$ cat src/rtl/booth_mixer_pkg.sv
package booth_mixer_pkg;
  localparam int DEF_W = 18;

  function automatic int next_rows(input int n);
    int r;
    r = 2 * (n / 4);
    if ((n % 4) == 3) r = r + 2;
    else r = r + (n % 4);
    return r;
  endfunction

  function automatic int rows_at(input int n, input int lvl);
    int r;
    r = n;
    for (int i = 0; i < lvl; i++) r = next_rows(r);
    return r;
  endfunction

  function automatic int num_levels(input int n);
    int r;
    int c;
    r = n;
    c = 0;
    while (r > 2) begin
      r = next_rows(r);
      c = c + 1;
    end
    return c;
  endfunction

  function automatic int mult_latency(input int w);
    return num_levels(w / 2 + 1) + 2;
  endfunction
endpackage

$ cat src/rtl/mix_csa.sv
module mix_csa #(
  parameter int PW = 36
) (
  input  logic [PW-1:0] x,
  input  logic [PW-1:0] y,
  input  logic [PW-1:0] z,
  output logic [PW-1:0] s,
  output logic [PW-1:0] c
);
  assign s = x ^ y ^ z;
  assign c = {(x[PW-2:0] & y[PW-2:0]) | (x[PW-2:0] & z[PW-2:0]) |
              (y[PW-2:0] & z[PW-2:0]), 1'b0};
endmodule

$ cat src/rtl/mix_comp42.sv
module mix_comp42 #(
  parameter int PW = 36
) (
  input  logic [PW-1:0] r0,
  input  logic [PW-1:0] r1,
  input  logic [PW-1:0] r2,
  input  logic [PW-1:0] r3,
  output logic [PW-1:0] s,
  output logic [PW-1:0] c
);
  logic [PW-1:0] s_mid, c_mid;

  mix_csa #(.PW(PW)) u_first (.x(r0), .y(r1), .z(r2), .s(s_mid), .c(c_mid));
  mix_csa #(.PW(PW)) u_second (.x(s_mid), .y(c_mid), .z(r3), .s(s), .c(c));
endmodule

$ cat src/rtl/mix_reduce_level.sv
module mix_reduce_level #(
  parameter int PW  = 36,
  parameter int NIN = 10,
  localparam int NQ   = NIN / 4,
  localparam int NREM = NIN % 4,
  localparam int NOUT = 2 * NQ + ((NREM == 3) ? 2 : NREM)
) (
  input  logic [NIN-1:0][PW-1:0]  din,
  output logic [NOUT-1:0][PW-1:0] dout
);
  for (genvar g = 0; g < NQ; g++) begin : g_c42
    mix_comp42 #(.PW(PW)) u_c42 (
      .r0(din[4*g]), .r1(din[4*g+1]), .r2(din[4*g+2]), .r3(din[4*g+3]),
      .s(dout[2*g]), .c(dout[2*g+1])
    );
  end

  if (NREM == 3) begin : g_tail_csa
    mix_csa #(.PW(PW)) u_csa (
      .x(din[4*NQ]), .y(din[4*NQ+1]), .z(din[4*NQ+2]),
      .s(dout[2*NQ]), .c(dout[2*NQ+1])
    );
  end else begin : g_tail_pass
    for (genvar k = 0; k < NREM; k++) begin : g_pass
      assign dout[2*NQ+k] = din[4*NQ+k];
    end
  end
endmodule

$ cat src/rtl/mix_booth_recode.sv
module mix_booth_recode #(
  parameter int W = 18,
  localparam int NPP = W / 2,
  localparam int PW  = 2 * W
) (
  input  logic [W-1:0]          mcand,
  input  logic [W-1:0]          mplier,
  output logic [NPP:0][PW-1:0]  rows
);
  logic [W:0]      bx;
  logic [PW-1:0]   one_x, two_x;
  logic [NPP-1:0]  neg;

  assign bx    = {mplier, 1'b0};
  assign one_x = {{W{mcand[W-1]}}, mcand};
  assign two_x = {one_x[PW-2:0], 1'b0};

  for (genvar n = 0; n < NPP; n++) begin : g_pp
    logic [2:0]    grp;
    logic [PW-1:0] mag;
    assign grp = bx[2*n+2 -: 3];
    always_comb begin
      unique case (grp)
        3'b001, 3'b010: begin mag = one_x; neg[n] = 1'b0; end
        3'b011:         begin mag = two_x; neg[n] = 1'b0; end
        3'b100:         begin mag = two_x; neg[n] = 1'b1; end
        3'b101, 3'b110: begin mag = one_x; neg[n] = 1'b1; end
        default:        begin mag = '0;    neg[n] = 1'b0; end
      endcase
    end
    assign rows[n] = (neg[n] ? ~mag : mag) << (2 * n);
  end

  always_comb begin
    rows[NPP] = '0;
    for (int n = 0; n < NPP; n++) rows[NPP][2*n] = neg[n];
  end
endmodule

$ cat src/rtl/booth_mixer_mult.sv
module booth_mixer_mult
  import booth_mixer_pkg::*;
#(
  parameter int W = DEF_W,
  localparam int NPP     = W / 2,
  localparam int NROW    = NPP + 1,
  localparam int PW      = 2 * W,
  localparam int NLEV    = num_levels(NROW),
  localparam int LATENCY = mult_latency(W)
) (
  input  logic                 clk,
  input  logic                 rst,
  input  logic                 in_valid,
  input  logic signed [W-1:0]  in_a,
  input  logic signed [W-1:0]  in_b,
  output logic                 out_valid,
  output logic signed [PW-1:0] out_prod
);
  logic [NROW-1:0][PW-1:0] pp_comb, pp_q;
  logic                    pp_v;

  mix_booth_recode #(.W(W)) u_recode (
    .mcand(in_a), .mplier(in_b), .rows(pp_comb)
  );

  always_ff @(posedge clk) begin
    if (in_valid) pp_q <= pp_comb;
    if (rst) pp_v <= 1'b0;
    else     pp_v <= in_valid;
  end

  for (genvar L = 0; L < NLEV; L++) begin : g_lvl
    localparam int NI = rows_at(NROW, L);
    localparam int NO = rows_at(NROW, L + 1);
    logic [NI-1:0][PW-1:0] din;
    logic [NO-1:0][PW-1:0] dcomb, q;
    logic                  vin, vq;

    if (L == 0) begin : g_src_pp
      assign din = pp_q;
      assign vin = pp_v;
    end else begin : g_src_lvl
      assign din = g_lvl[L-1].q;
      assign vin = g_lvl[L-1].vq;
    end

    mix_reduce_level #(.PW(PW), .NIN(NI)) u_level (.din(din), .dout(dcomb));

    always_ff @(posedge clk) begin
      if (vin) q <= dcomb;
      if (rst) vq <= 1'b0;
      else     vq <= vin;
    end
  end

  logic [1:0][PW-1:0] last_rows;
  logic               last_v;
  assign last_rows = g_lvl[NLEV-1].q;
  assign last_v    = g_lvl[NLEV-1].vq;

  always_ff @(posedge clk) begin
    if (rst) begin
      out_valid <= 1'b0;
      out_prod  <= '0;
    end else begin
      out_valid <= last_v;
      if (last_v) out_prod <= $signed(last_rows[0] + last_rows[1]);
    end
  end
endmodule

$ cat config.mk
export PLATFORM = sky130hd
export DESIGN_NAME = booth_mixer_mult
export DESIGN_NICKNAME = d
export VERILOG_FILES = /design/src/rtl/booth_mixer_pkg.sv /design/src/rtl/mix_csa.sv /design/src/rtl/mix_comp42.sv /design/src/rtl/mix_reduce_level.sv /design/src/rtl/mix_booth_recode.sv /design/src/rtl/booth_mixer_mult.sv
export SDC_FILE = /design/constraint.sdc
export NUM_CORES = 1
export LEC_CHECK = 0
export BUFFER_PORTS_ARGS = -buffer_cell sky130_fd_sc_hd__buf_2
export CAP_MARGIN = 5
export CORE_ASPECT_RATIO = 0.9
export CORE_MARGIN = 5
export CORE_UTILIZATION = 65
export DETAILED_ROUTE_END_ITERATION = 8
export GPL_ROUTABILITY_DRIVEN = 0
export PLACE_DENSITY = 0.8
export SYNTH_ARGS = -nofsm -noshare
export SYNTH_HDL_FRONTEND = slang
export SYNTH_SLANG_ARGS = --single-unit
$ cat constraint.sdc
create_clock -name clk -period 5.2 [get_ports clk]
set_input_delay 1.04 -clock clk [delete_from_list [all_inputs] [get_ports clk]]
set_output_delay 1.04 -clock clk [all_outputs]
set_load 0.005 [all_outputs]
==> impl_metrics.env <==
export IMPL_outcome="completed"
export IMPL_relSlewSlack=0.162
export IMPL_synthDistinctLibCells=63
export IMPL_setup_ws_ns=2.43
export IMPL_yosysTopAreaCellShare=0.558
export IMPL_crit_family="buffers and inverters"
export IMPL_cts_resized=0
export IMPL_cts_root_buf="clkbuf_16"
export IMPL_ios=76
export IMPL_ys_flop_type="edfxtp_1"
export IMPL_ys_seq_area_frac=0.591
export IMPL_drtIter0Drc=1711
export IMPL_dp_hpwl_mm=34.0
export IMPL_cts_buffers=49
export IMPL_critPathArrivalTime_ns=3.06
export IMPL_netlist_top_cells_area="edfxtp_1 (56%), fa_1 (12%), xor2_1 (5.0%), ha_1 (4.9%), a22oi_1 (3.9%)"
export IMPL_synth_simple_area_share=0.0344
export IMPL_whs_ns=0.418
export IMPL_clk_latency_ns=0.59
export IMPL_fin_setup_tns_ns=0
export IMPL_synth_xor_area_frac=0.0678
export IMPL_grt_max_degree=108
export IMPL_synthesis_instances=1698
export IMPL_grt_pass1_wl_mm=81.8
export IMPL_post_drt_wl_per_cell_um=23.1
export IMPL_power_leakage_nw=9.89
export IMPL_fin_skew_ns=0.0227
export IMPL_clk_path_buf_depth=3
export IMPL_ys_warn_count=0
export IMPL_drive_above_1_share=0.101
export IMPL_initial_core_util=0.662
export IMPL_hold_path_class="flip-flop to flip-flop"
export IMPL_worstSetupStartpointType="input pin"
export IMPL_viasPerCell=6.25
export IMPL_area_growth_pct=8.55
export IMPL_power_switching_mw=2.71
export IMPL_fp_dieW_um=216
export IMPL_synth_edff_count=461
export IMPL_path_cells="buf_2 -> inv_1 -> ha_1 -> o31ai_1 -> inv_2 -> xnor2_1"
export IMPL_worstPathRequired_ns=5.50
export IMPL_slowest_delay_ns=0.53
export IMPL_power_frac_clock=0.322
export IMPL_grt_met3_usage=0.0494
export IMPL_maxSlewViolCount=0
export IMPL_ys_seq_elements=502
export IMPL_cpMaxStageDelayCell="buf_2"
export IMPL_p_seq_frac=0.515
export IMPL_post_cts_buffers=0
export IMPL_drt_pre_antenna_iters=6
export IMPL_cp_end_kind="flip-flop"
export IMPL_ctsHoldBuffers=0
export IMPL_dp_slack_ns=1.93
export IMPL_numPortBuffers=75
export IMPL_h_tree_depth=2
export IMPL_core_area_um2=37500
export IMPL_route_vias_total=14000
export IMPL_swShare=0.263
export IMPL_p_comb_frac=0.162
export IMPL_clkSinkCount=502
export IMPL_die_area_um2=42200
export IMPL_p_int_mw=7.59
export IMPL_routed_wl_mm=51.6
export IMPL_synth_adder_area_share=0.168
export IMPL_drv_cap=0
export IMPL_grt_antenna_before_repair=5
export IMPL_ir_drop_mv=0.274
export IMPL_final_antenna_net_count=0
export IMPL_synth_compound_area_frac=0.104
export IMPL_cts_clk_slew_worst_paths_ns=0.07
export IMPL_crit_fanout=25
export IMPL_synth_area_per_cell_um2=14.6
export IMPL_final_core_util=0.719
export IMPL_finalCritPeriodShare=0.532
export IMPL_cts_tree="done"
export IMPL_overflow=0
export IMPL_drc=0
export IMPL_fmax_mhz=362
export IMPL_yosys_area_top_type="edfxtp_1"
export IMPL_worstSetupPathType="input pin to flip-flop"
export IMPL_grtUsageTotal=0.249
export IMPL_final_nets=2002
export IMPL_power_density_nw_per_um2=382
export IMPL_synth_nets=1982
export IMPL_fin_crit_ns=2.77
export IMPL_grt_pass1_vias=14100
export IMPL_synth_mux_area_fraction=0.00898
export IMPL_synthArstFlopShare=0
export IMPL_fillers=2320
export IMPL_path_buf_inv=3
export IMPL_rsz0062_at_grt="no"
export IMPL_chipHeight_um=195
export IMPL_syn_area_um2=24800
export IMPL_grt_use_met1=0.375
export IMPL_setup_viol=0
export IMPL_hold_viol=0
export IMPL_rows=67
export IMPL_use_met2=0.383
export IMPL_synth_top_family_by_area="adder cells"
export IMPL_top_usage_layer="met2"
export IMPL_tightest_slew_ns=1.25
[power by group through the flow]
stage	clock (mW)	combinational [mW]	sequential, mW
6_report	3.32	1.67	5.31
5_1_grt	3.56	1.88	5.35
4_1_cts	3.37	1.66	5.31
3_5_place_dp	0	1.62	5.39
3_3_place_gp	0	1.51	5.37
2_1_floorplan	0	0.975	5.31
[cell usage after synthesis (10+ instances only)]
library cell    n
nor2b_1        12
o21ai_0       134
edfxtp_1      461
clkbuf_1       90
buf_1          23
xor2_1        141
dfxtp_1        41
a22oi_1       130
xnor2_1        51
mux2i_1        20
fa_1          147
o21bai_1       10
a21oi_1        37
nand2_1        68
ha_1           98
nor2_1         52
inv_1          51
[per-layer routing]
metal | wire length [µm] | up-vias
li1 | - | 6247
met1 | 21800 | 6901
met2 | 23700 | 732
met3 | 4760 | 91
met4 | 1300 | 2
met5 | 13 | -
[final timing paths]
check / from / end / slack [ns] / depth (start not counted)
worst max register to register: g_lvl[2].q[8]$_DFFE_PP_ / out_prod[26]$_SDFFE_PP0P_ / 2.45 / 8
worst min register to register: g_lvl[0].q[173]$_DFFE_PP_ / g_lvl[1].q[101]$_DFFE_PP_ / 0.42 / 0
worst max-delay path: in_b[15] / g_lvl[0].din[321]$_DFFE_PP_ / 2.43 / 6
worst min-delay path: g_lvl[0].q[173]$_DFFE_PP_ / g_lvl[1].q[101]$_DFFE_PP_ / 0.42 / 0
[state kept, by name, indices dropped and copies added, names as in the netlist]
signal,count
out_valid,1
out_prod,36
g_lvl.q,281
g_lvl.vin,1
g_lvl.vq,3
g_lvl.din,180
[cell usage in the layout, fill, tap and decap left out, types with 51 or more instances in the layout]
cell type    n
a22oi_1    130
ha_1        98
edfxtp_1   461
xnor2_1     51
buf_2       74
xor2_1     141
fa_1       147
o21ai_0    134
nand2_1     68
nor2_1      52
inv_1       51
[through the flow]
stage               total power [mW]  cell area [µm²]  cells
finish                          10.3            26900   2237
global route                    10.8            26900   2237
CTS                             10.3            26900   2234
detailed placement              7.01            25400   2148
global placement                6.88            25400   2148
floorplan                       6.29            24800   1698
[cell type report]
| cell class | count | area, µm² | share of cell area |
|---|---|---|---|
| inverters | 53 | 199 | 0.00739 |
| diodes | 1 | 2.50 | 0.0000929 |
| repair buffers | 85 | 469 | 0.0174 |
| clock inverters | 27 | 218 | 0.00809 |
| clock buffers | 59 | 1260 | 0.0469 |
| multi-input cells | 1027 | 9500 | 0.353 |
| well taps | 483 | 604 | 0.0224 |
| flip-flops and latches | 502 | 14700 | 0.545 |
[kinds of logic (layout without fill, tap and decap cells)]
kind of cell,after synthesis,after routing
AND/OR/NAND/NOR,182,182
other,0,1
AO/OA/AOI/OAI,386,386
buffers and inverters,169,224
XOR/XNOR,192,192
adder cells (fa/ha/maj),245,245
multiplexers,22,22
flip-flops,502,502
No activity file was read; power rests on OpenSTA's default activity.
